[config.mk]
export PLATFORM = sky130hd
export DESIGN_NAME = video_palette
export DESIGN_NICKNAME = d
export VERILOG_FILES = /design/src/rtl/pal_pkg.sv /design/src/rtl/pal_addr_decode.sv /design/src/rtl/pal_entry_array.sv /design/src/rtl/pal_cpu_port.sv /design/src/rtl/pal_pixel_stage.sv /design/src/rtl/video_palette.sv
export SDC_FILE = /design/constraint.sdc
export NUM_CORES = 1
export LEC_CHECK = 0
export BUFFER_PORTS_ARGS = -buffer_cell sky130_fd_sc_hd__buf_4
export CAP_MARGIN = 20
export CORE_MARGIN = 2
export CORE_UTILIZATION = 60
export DETAILED_ROUTE_END_ITERATION = 10
export PLACE_DENSITY = 0.85
export SYNTH_ARGS = -nofsm -noshare
export SYNTH_HDL_FRONTEND = slang
export SYNTH_SLANG_ARGS = --single-unit
[constraint.sdc]
create_clock -name clk -period 3.4 [get_ports clk]
set_clock_uncertainty 0.1 [all_clocks]
set_input_delay 0.34 -clock clk [delete_from_list [all_inputs] [get_ports clk]]
set_output_delay 0.34 -clock clk [all_outputs]
set_load 0.01 [all_outputs]
[src/rtl/pal_pkg.sv]
package pal_pkg;
    localparam int PAL_ADDR_W  = 14;
    localparam int PAL_DATA_W  = 8;
    localparam int PAL_COLOR_W = 6;
    localparam int PAL_IDX_W   = 5;

    // One renderer request
    typedef struct packed {
        logic       sprite;
        logic [1:0] sel;
        logic [1:0] bits;
    } pix_req_t;

    // Shared-slot folding: an index with low two bits zero always lives in the lower half
    function automatic logic [PAL_IDX_W-1:0] fold_index(input logic [PAL_IDX_W-1:0] raw);
        logic [PAL_IDX_W-1:0] r;
        r = raw;
        if (raw[1:0] == 2'b00) r[PAL_IDX_W-1] = 1'b0;
        return r;
    endfunction
endpackage

[src/rtl/pal_addr_decode.sv]
module pal_addr_decode
    import pal_pkg::*;
#(
    parameter int ADDR_W = PAL_ADDR_W,
    parameter int IDX_W  = PAL_IDX_W
) (
    input  logic [ADDR_W-1:0] addr,
    output logic              in_page,
    output logic [IDX_W-1:0]  idx
);
    localparam int PAGE_W = ADDR_W - 8;
    localparam logic [PAGE_W-1:0] PAGE_ID = {PAGE_W{1'b1}};

    logic unused_mirror_bits;

    assign in_page = (addr[ADDR_W-1:8] == PAGE_ID);
    assign idx     = fold_index(addr[IDX_W-1:0]);
    assign unused_mirror_bits = ^addr[7:IDX_W];
endmodule

[src/rtl/pal_entry_array.sv]
module pal_entry_array
    import pal_pkg::*;
#(
    parameter int COLOR_W = PAL_COLOR_W,
    parameter int IDX_W   = PAL_IDX_W
) (
    input  logic               clk,
    input  logic               rst,
    input  logic               we,
    input  logic [IDX_W-1:0]   widx,
    input  logic [COLOR_W-1:0] wdata,
    input  logic [IDX_W-1:0]   pix_idx,
    input  logic [IDX_W-1:0]   addr_idx,
    output logic [COLOR_W-1:0] pix_entry,
    output logic [COLOR_W-1:0] addr_entry,
    output logic [COLOR_W-1:0] zero_entry
);
    localparam int ENTRIES = 1 << IDX_W;

    logic [COLOR_W-1:0] mem [ENTRIES];
    logic [ENTRIES-1:0] hit;

    for (genvar e = 0; e < ENTRIES; e++) begin : g_hit
        assign hit[e] = we && (widx == IDX_W'(e));
    end

    always_ff @(posedge clk) begin
        for (int e = 0; e < ENTRIES; e++) begin
            if (rst)         mem[e] <= '0;
            else if (hit[e]) mem[e] <= wdata;
        end
    end

    assign pix_entry  = mem[pix_idx];
    assign addr_entry = mem[addr_idx];
    assign zero_entry = mem[0];

    AST_WRITE_LANDS: assert property (@(posedge clk) disable iff (rst)
        we |=> (mem[$past(widx)] == $past(wdata)));
endmodule

[src/rtl/pal_cpu_port.sv]
module pal_cpu_port
    import pal_pkg::*;
#(
    parameter int DATA_W  = PAL_DATA_W,
    parameter int COLOR_W = PAL_COLOR_W
) (
    input  logic               clk,
    input  logic               rst,
    input  logic               rd_en,
    input  logic               in_page,
    input  logic               gray,
    input  logic [COLOR_W-1:0] entry,
    input  logic [DATA_W-1:0]  vram_rdata,
    output logic [DATA_W-1:0]  rdata
);
    localparam logic [COLOR_W-1:0] GRAY_KEEP = {2'b11, {(COLOR_W-2){1'b0}}};

    logic [DATA_W-1:0]  rd_buf;
    logic [COLOR_W-1:0] shown;

    always_ff @(posedge clk) begin
        if (rst)                      rd_buf <= '0;
        else if (rd_en && !in_page)   rd_buf <= vram_rdata;
    end

    assign shown = gray ? (entry & GRAY_KEEP) : entry;
    assign rdata = in_page ? {{(DATA_W-COLOR_W){1'b0}}, shown} : rd_buf;

    AST_PAL_TOP_ZERO: assert property (@(posedge clk) disable iff (rst)
        in_page |-> (rdata[DATA_W-1:COLOR_W] == '0));
    AST_GRAY_READBACK: assert property (@(posedge clk) disable iff (rst)
        (in_page && gray) |-> (rdata[COLOR_W-3:0] == '0));
    AST_BUFFER_DELAY: assert property (@(posedge clk) disable iff (rst)
        (rd_en && !in_page) |=> (in_page || rdata == $past(vram_rdata)));
endmodule

[src/rtl/pal_pixel_stage.sv]
module pal_pixel_stage
    import pal_pkg::*;
#(
    parameter int COLOR_W = PAL_COLOR_W
) (
    input  logic               clk,
    input  logic               rst,
    input  logic               pix_valid,
    input  pix_req_t           req,
    input  logic               use_addr,
    input  logic [COLOR_W-1:0] pix_entry,
    input  logic [COLOR_W-1:0] addr_entry,
    input  logic [COLOR_W-1:0] zero_entry,
    input  logic               gray,
    input  logic [2:0]         emph,
    output logic               out_valid,
    output logic [COLOR_W-1:0] out_color,
    output logic [2:0]         out_emph
);
    localparam logic [COLOR_W-1:0] GRAY_KEEP = {2'b11, {(COLOR_W-2){1'b0}}};

    typedef struct packed {
        logic               valid;
        logic [COLOR_W-1:0] color;
        logic [2:0]         emph;
    } pix_out_t;

    logic [COLOR_W-1:0] backdrop;
    logic [COLOR_W-1:0] chosen;
    logic [COLOR_W-1:0] keep;
    pix_out_t           nxt, cur;

    assign backdrop = use_addr ? addr_entry : zero_entry;
    assign chosen   = (req.bits == 2'b00) ? backdrop : pix_entry;
    assign keep     = gray ? GRAY_KEEP : {COLOR_W{1'b1}};

    always_comb begin
        nxt.valid = pix_valid;
        nxt.color = chosen & keep;
        nxt.emph  = emph;
    end

    always_ff @(posedge clk) begin
        if (rst) cur <= '0;
        else     cur <= nxt;
    end

    assign out_valid = cur.valid;
    assign out_color = cur.color;
    assign out_emph  = cur.emph;

    AST_VALID_FOLLOWS: assert property (@(posedge clk) disable iff (rst)
        pix_valid |=> out_valid);
    AST_IDLE_FOLLOWS: assert property (@(posedge clk) disable iff (rst)
        !pix_valid |=> !out_valid);
    AST_ENTRY_ZERO_BACKDROP: assert property (@(posedge clk) disable iff (rst)
        (pix_valid && !use_addr && req.bits == 2'b00)
            |=> (out_color == ($past(zero_entry) & $past(keep))));
    AST_ADDR_BACKDROP: assert property (@(posedge clk) disable iff (rst)
        (pix_valid && use_addr && req.bits == 2'b00)
            |=> (out_color == ($past(addr_entry) & $past(keep))));
    AST_GRAY_PIXEL: assert property (@(posedge clk) disable iff (rst)
        (pix_valid && gray) |=> (out_color[COLOR_W-3:0] == '0));
    AST_EMPH_ALIGN: assert property (@(posedge clk) disable iff (rst)
        pix_valid |=> (out_emph == $past(emph)));
endmodule

[src/rtl/video_palette.sv]
module video_palette
    import pal_pkg::*;
#(
    parameter int ADDR_W  = PAL_ADDR_W,
    parameter int DATA_W  = PAL_DATA_W,
    parameter int COLOR_W = PAL_COLOR_W,
    parameter int IDX_W   = PAL_IDX_W
) (
    input  logic               clk,
    input  logic               rst,
    input  logic [ADDR_W-1:0]  cpu_addr,
    input  logic               cpu_wr_en,
    input  logic [DATA_W-1:0]  cpu_wdata,
    input  logic               cpu_rd_en,
    output logic [DATA_W-1:0]  cpu_rdata,
    input  logic [DATA_W-1:0]  vram_rdata,
    input  logic               render_en,
    input  logic [7:0]         disp_ctrl,
    input  logic               pix_valid,
    input  logic               pix_sprite,
    input  logic [1:0]         pix_sel,
    input  logic [1:0]         pix_bits,
    output logic               out_valid,
    output logic [COLOR_W-1:0] out_color,
    output logic [2:0]         out_emph
);
    logic               addr_in_page;
    logic [IDX_W-1:0]   addr_idx;
    logic [IDX_W-1:0]   pix_idx;
    logic [COLOR_W-1:0] pix_entry, addr_entry, zero_entry;
    logic               gray;
    logic [2:0]         emph;
    logic               pal_we;
    pix_req_t           req;
    logic               unused_ctrl_bits;
    logic               unused_wdata_hi;

    assign gray   = disp_ctrl[0];
    assign emph   = disp_ctrl[7:5];
    assign pal_we = cpu_wr_en && addr_in_page;
    assign req    = '{sprite: pix_sprite, sel: pix_sel, bits: pix_bits};
    assign pix_idx = fold_index({req.sprite, req.sel, req.bits});
    assign unused_ctrl_bits = ^disp_ctrl[4:1];
    assign unused_wdata_hi  = ^cpu_wdata[DATA_W-1:COLOR_W];

    pal_addr_decode #(.ADDR_W(ADDR_W), .IDX_W(IDX_W)) u_decode (
        .addr    (cpu_addr),
        .in_page (addr_in_page),
        .idx     (addr_idx)
    );

    pal_entry_array #(.COLOR_W(COLOR_W), .IDX_W(IDX_W)) u_array (
        .clk        (clk),
        .rst        (rst),
        .we         (pal_we),
        .widx       (addr_idx),
        .wdata      (cpu_wdata[COLOR_W-1:0]),
        .pix_idx    (pix_idx),
        .addr_idx   (addr_idx),
        .pix_entry  (pix_entry),
        .addr_entry (addr_entry),
        .zero_entry (zero_entry)
    );

    pal_cpu_port #(.DATA_W(DATA_W), .COLOR_W(COLOR_W)) u_cpu (
        .clk        (clk),
        .rst        (rst),
        .rd_en      (cpu_rd_en),
        .in_page    (addr_in_page),
        .gray       (gray),
        .entry      (addr_entry),
        .vram_rdata (vram_rdata),
        .rdata      (cpu_rdata)
    );

    pal_pixel_stage #(.COLOR_W(COLOR_W)) u_pixel (
        .clk        (clk),
        .rst        (rst),
        .pix_valid  (pix_valid),
        .req        (req),
        .use_addr   (!render_en && addr_in_page),
        .pix_entry  (pix_entry),
        .addr_entry (addr_entry),
        .zero_entry (zero_entry),
        .gray       (gray),
        .emph       (emph),
        .out_valid  (out_valid),
        .out_color  (out_color),
        .out_emph   (out_emph)
    );

    AST_FOREIGN_WRITE_IGNORED: assert property (@(posedge clk) disable iff (rst)
        !pal_we |=> $stable(zero_entry));
endmodule

==> metrics.yaml, run 1 <==
cts_buffers: 22
antenna_found_initial: 0
grt_max_degree: 45
synth_area_per_cell_um2: 13.27
synthesis.instances: 857
yosys_warnings: 0
rows: 50
synthTopCellsByArea: "edfxtp_1 51%, mux4_2 12%, and2_1 9.4%"
core_area_um2: 18640
final_cell_mix: "192 x edfxtp_1, 171 x and2_1, 97 x buf_4"
final-max-slew-violation-count: 0
via_count: 8269
end_kind: "output pin"
fillCellCount: 1161
path_common_cell: "o21ai_0"
irDropWorstVdd_mv: 0.2982
drtPass1Iterations: 6
p_per_area_nw_per_um2: 503.0
grt-ovfl-total: 0
clk_pin_slew_ps: 60
worst-path-buf-inv: 1
cpMaxStageDelayCell: "mux4_2"
rsz0062_at_grt: "no"
fmax_mhz: 308.9
netlist.area_leader.share_pct: 50.68
cts_buffer_depth: 3
clk_latency_ps: 510
path_class: "reg -> out"
place_congestion: 1.010
tightestPinTransition_ps: 831.3
drive_gt1_share_pct: 22.55
grt_pass1_wl_um: 49850
crit_chain: "mux4_2, mux2_2, or3_1, o21ai_0, a41o_1, o21ai_0, buf_4"
synth_flop_cell: "edfxtp_1"
synth_edf_count: 192
ys_ff_latch: 210
fp.dieH_um: 141.7
fin_nets: 991
yosysUniqueCellTypes: 48
critPathMaxStageDelay_ps: 490
io_buffers: 57
viasPerCell: 6.931
drt_iter0_drc: 1186
final_common_cell: "edfxtp_1"
required_ps: 2960
utilization_pct: 69.84
post_cts_resized: 0
drc_errors: 0
ant_nets: 0
arrival_ps: 2800
status: "finished, final reports clean"
cts_root_buffer: "clkbuf_16"
place_hpwl_um: 22660
start_util_pct: 61.02
ios: 67
dieArea_um2: 20080
yosysSeqAreaShare_pct: 53.85
crit_family: "multiplexers"
layout_worst_path_cycle_share_pct: 95.22
min_path_type: "in -> reg"
post_drt_wl_per_cell_um: 28.11
die_x_um: 141.7
synthArstFlopShare_pct: 0
grt_pass1_vias: 8169
total_power_w: 0.006548
hold_viol: 0
numClockSinks: 210
globalRouteTotalUtil_pct: 33.86
drt_wl_total_um: 33530
period_needed_ps: 3237
setup_violations: 0
synth_largest_area_cell: "edfxtp_1"
holdWs_ps: 26.28
p_leak_nw: 4.757
fin_setup_tns_ps: 0
netlist_area_um2: 11380
cp_max_fo: 3
cts_tree: "yes"
slew-limit-headroom_pct: 43.99
syn_to_final_growth_pct: 14.45
cap_violations: 0
cts.htree.levels: 1
start_kind: "flop"
## worst reg2reg max path, delay by kind of cell (launching register included)
kind / cells / cell delay, ps
mux: 2 / 760
flops: 1 / 470
compound gates: 3 / 550
simple gates: 1 / 350
## layout make-up
class | instances | area [µm²] | share of cell area [%]
multi-input combinational | 597 | 4922 | 37.81
inverter | 4 | 15.01 | 0.1153
tap | 234 | 292.8 | 2.249
timing repair buffer | 107 | 828.3 | 6.362
antenna | 1 | 2.502 | 0.01922
clock inverter | 11 | 183.9 | 1.413
sequential | 210 | 6126 | 47.05
clock buffer | 29 | 649.4 | 4.988
## final timing paths
path	from	endpoint	slack [ps]	cells past startpoint
min reg2reg	u_cpu.rd_buf[6]	u_cpu.rd_buf[6]	360	2
min	vram_rdata[2]	u_cpu.rd_buf[2]	30	3
max	u_array.mem[0][0]	cpu_rdata[0]	160	7
max reg2reg	u_array.mem[0][0]	u_pixel.out_color[0]	1050	6
## state kept, by name, summed over array words and instances, names as in the netlist
name and count:
u_pixel.out_color 6, u_array.mem 192, u_pixel.out_valid 1, u_cpu.rd_buf 8
u_pixel.out_emph 3
## what timing repair did
| action | CTS | global route |
|---|---|---|
| setup buffers | 0 | 0 |
| hold buffers | 10 | 0 |
| endpoints found under the hold margin | 10 | 0 |
## cell usage after synthesis (all sizes together) (3+ instances only)
master and count:
o22ai 8, nand4 3, and2 171, a22oi 14, or3 3, edfxtp 192
nand3 23, nor2 41, a211oi 8, nand3b 3, a221oi 7, dfxtp 18
a21oi 20, nor3 6, mux2 18, mux4 71, inv 4, mux2i 46
o31ai 12, nor2b 17, nand2b 4, buf 35, o21ai 37, nand2 43
clkbuf 34
## through the flow
stage / cells / setup slack (ps) / cell area (µm²)
floorplan: 880 / 895.9 / 11460
global placement: 1142 / 406.6 / 12080
detailed placement: 1142 / 405.0 / 12080
CTS: 1192 / 232.2 / 13020
global route: 1192 / 89.48 / 13020
finish: 1193 / 162.6 / 13020
## cell families after synthesis
| group | Yosys count | synth area share (%) |
|---|---|---|
| other | 1 | 0.03296 |
| buffers and inverters | 73 | 3.640 |
| and+or+nand+nor | 319 | 15.49 |
| AOI/OAI and AO/OA | 119 | 6.742 |
| muxes | 135 | 20.25 |
| DFF | 210 | 53.85 |
## per-layer routing
layer | track usage (%) | share of wire, %
met5 | 0 | 0
met1 | 45.60 | 36
met3 | 9.956 | 15
met4 | 15.05 | 5.5
met2 | 51.74 | 44
## where the power goes
part	leakage (nW)	internal [W]	total [W]	switching [W]
combinational	2.37	0.000328	0.000731	0.000404
clock	0.413	0.00173	0.00274	0.00102
sequential	1.98	0.00296	0.00307	0.000115
total	4.76	0.00501	0.00655	0.00154
Power figures use the tool's default switching activity.
==> run 2: changes to the inputs <==
Settings changed: CORE_UTILIZATION 60 to 40, PLACE_DENSITY 0.85 to 0.62.
==> run 2 against run 1 <==
  * Critical path depth stayed put
  * Flip-flop and latch count stayed put
  * First-iteration DRC count is 18% lower
  * Global-route usage is 12 points lower
  * Fmax is 3.3% higher
  * Cell count is 12% higher
  * Combinational power is 0.8% higher
  * Critical endpoint is now cpu_rdata[1]
  * Largest power group unchanged
==> metrics.yaml, run 2 (synthesized netlist as in run 1, its figures left out) <==
status: "finished, final reports clean"
fin_nets: 997  # +0.61%
via_count: 7552  # -8.7%
clk_pin_slew_ps: 60  # about the same
cap_violations: 0  # unchanged
end_kind: "output pin"
cts_buffers: 23  # +4.5%
grt-ovfl-total: 0  # unchanged
ant_nets: 0  # unchanged
numClockSinks: 210  # unchanged
fp.dieH_um: 172.6  # +22%
irDropWorstVdd_mv: 0.3379  # +13%
p_per_area_nw_per_um2: 463.0  # -7.9%
ios: 67  # unchanged
post_cts_resized: 0  # unchanged
syn_to_final_growth_pct: 14.83
grt_pass1_wl_um: 49310  # -1.1%
cts_buffer_depth: 3  # unchanged
cts_tree: "yes"
period_needed_ps: 3134  # -103.2 ps
required_ps: 2960  # about the same
drt_iter0_drc: 969  # -18%
rows: 61  # +22%
slew-limit-headroom_pct: 51.03  # +7.0 points
fmax_mhz: 319.1  # +3.3%
post-cts-setup-buffers: 0  # unchanged
rsz0062_at_grt: "no"
io_buffers: 57  # unchanged
top_register: "u_array.mem"
drtPass1Iterations: 5  # -1
dieArea_um2: 29800  # +48%
tightestPinTransition_ps: 733.1  # -98.25 ps
design_area_um2: 13060  # +0.33%
place_area_um2: 12290  # +1.7%
place_ws_ps: 530.3  # +125.3 ps
final_cell_mix: "192 x edfxtp_1, 171 x and2_1, 100 x buf_4"
arrival_ps: 2690  # -110 ps
globalRouteTotalUtil_pct: 22.02  # -12 points
setup_violations: 0  # unchanged
final-max-slew-violation-count: 0  # unchanged
drive_gt1_share_pct: 21.99  # -0.56 points
final_common_cell: "edfxtp_1"
fin_setup_tns_ps: 0  # unchanged
cts_root_buffer: "clkbuf_16"
start_kind: "flop"
grt_max_degree: 46  # +2.2%
drt_wl_total_um: 32470  # -3.2%
layout_worst_path_cycle_share_pct: 92.18  # -3.0 points
viasPerCell: 5.627  # -19%
drc_errors: 0  # unchanged
post_drt_wl_per_cell_um: 24.20  # -14%
cts.htree.levels: 1  # unchanged
utilization_pct: 46.89  # -23 points
start_util_pct: 40.84  # -20 points
place_hpwl_um: 23490  # +3.7%
antenna_found_initial: 0  # unchanged
place_congestion: 0.8529  # -16%
die_x_um: 172.6  # +22%
path_class: "reg -> out"
n_antenna_cell: 0  # -1
grt_pass1_vias: 7691  # -5.9%
min_path_type: "in -> reg"
setup_ws_ps: 265.8  # +103.2 ps
p_leak_nw: 4.694  # -1.3%
hold_viol: 0  # unchanged
largest_reg_flops: 192  # unchanged
clk_latency_ps: 520  # about the same
core_area_um2: 27860  # +49%
cp_max_fo: 3  # unchanged
## run 2: cell types whose count changed in the layout (fill, tap and decap cells not counted), moves of 2 or more
cell,delta
bufinv_16,-5
clkbuf_1,+5
buf_4,+3
clkbuf_8,-3
clkinv_1,+3
clkinv_2,+3
dlygate4sd3_1,+2
## run 2: worst max-delay path: stages (launching register included)
cell and delay, ps:
edfxtp_1 500, mux4_2 490, nor2b_1 140, a211oi_1 220, a211oi_1 110, a311oi_2 430
o21ai_1 120, buf_4 160
## run 2: worst paths after layout
kind,cells after the start,startpoint,slack (ps),end
worst max-delay path,7,u_array.mem[0][1],270,cpu_rdata[1]
worst max register to register,6,u_array.mem[0][1],1140,u_pixel.out_color[1]
worst min register to register,2,u_cpu.rd_buf[5],360,u_cpu.rd_buf[5]
worst min-delay path,3,cpu_rd_en,50,u_cpu.rd_buf[7]
## run 2: metrics by stage
step / power, W / cells / hold slack, ps
2_1_floorplan: 0.003520 / 880 / 331.7
5_1_grt: 0.006237 / 1342 / 61.09
3_3_place_gp: 0.003810 / 1289 / 339.2
4_1_cts: 0.006072 / 1342 / 43.43
6_report: 0.006048 / 1342 / 48.30
3_5_place_dp: 0.003819 / 1289 / 343.7
## run 2: layout make-up
type	count	area, µm²
Tap cell	378	473.0
Sequential cell	210	6126
Fill cell	2437	14800
Timing Repair Buffer	112	870.8
Multi-Input combinational cell	597	4922
Inverter	4	15.01
Clock inverter	11	53.80
Clock buffer	30	601.8
## run 2: power by group
group / leakage (nW) / switching [W] / internal (W) / total [W]
registers: 1.98 / 0.0000954 / 0.00296 / 0.00305
clock network: 0.326 / 0.00101 / 0.00124 / 0.00226
logic: 2.39 / 0.000404 / 0.000333 / 0.000737
## run 2: per-layer routing
layer,GRT usage (%),routed length [µm]
met5,0,0
met4,8.084,1119
met1,30.79,13750
met2,34.27,14710
met3,4.244,2893
## run 2: what timing repair did
item,4_1_cts,5_1_grt
hold endpoints to repair,12,0
hold buffers,12,0
setup endpoints to repair,0,0
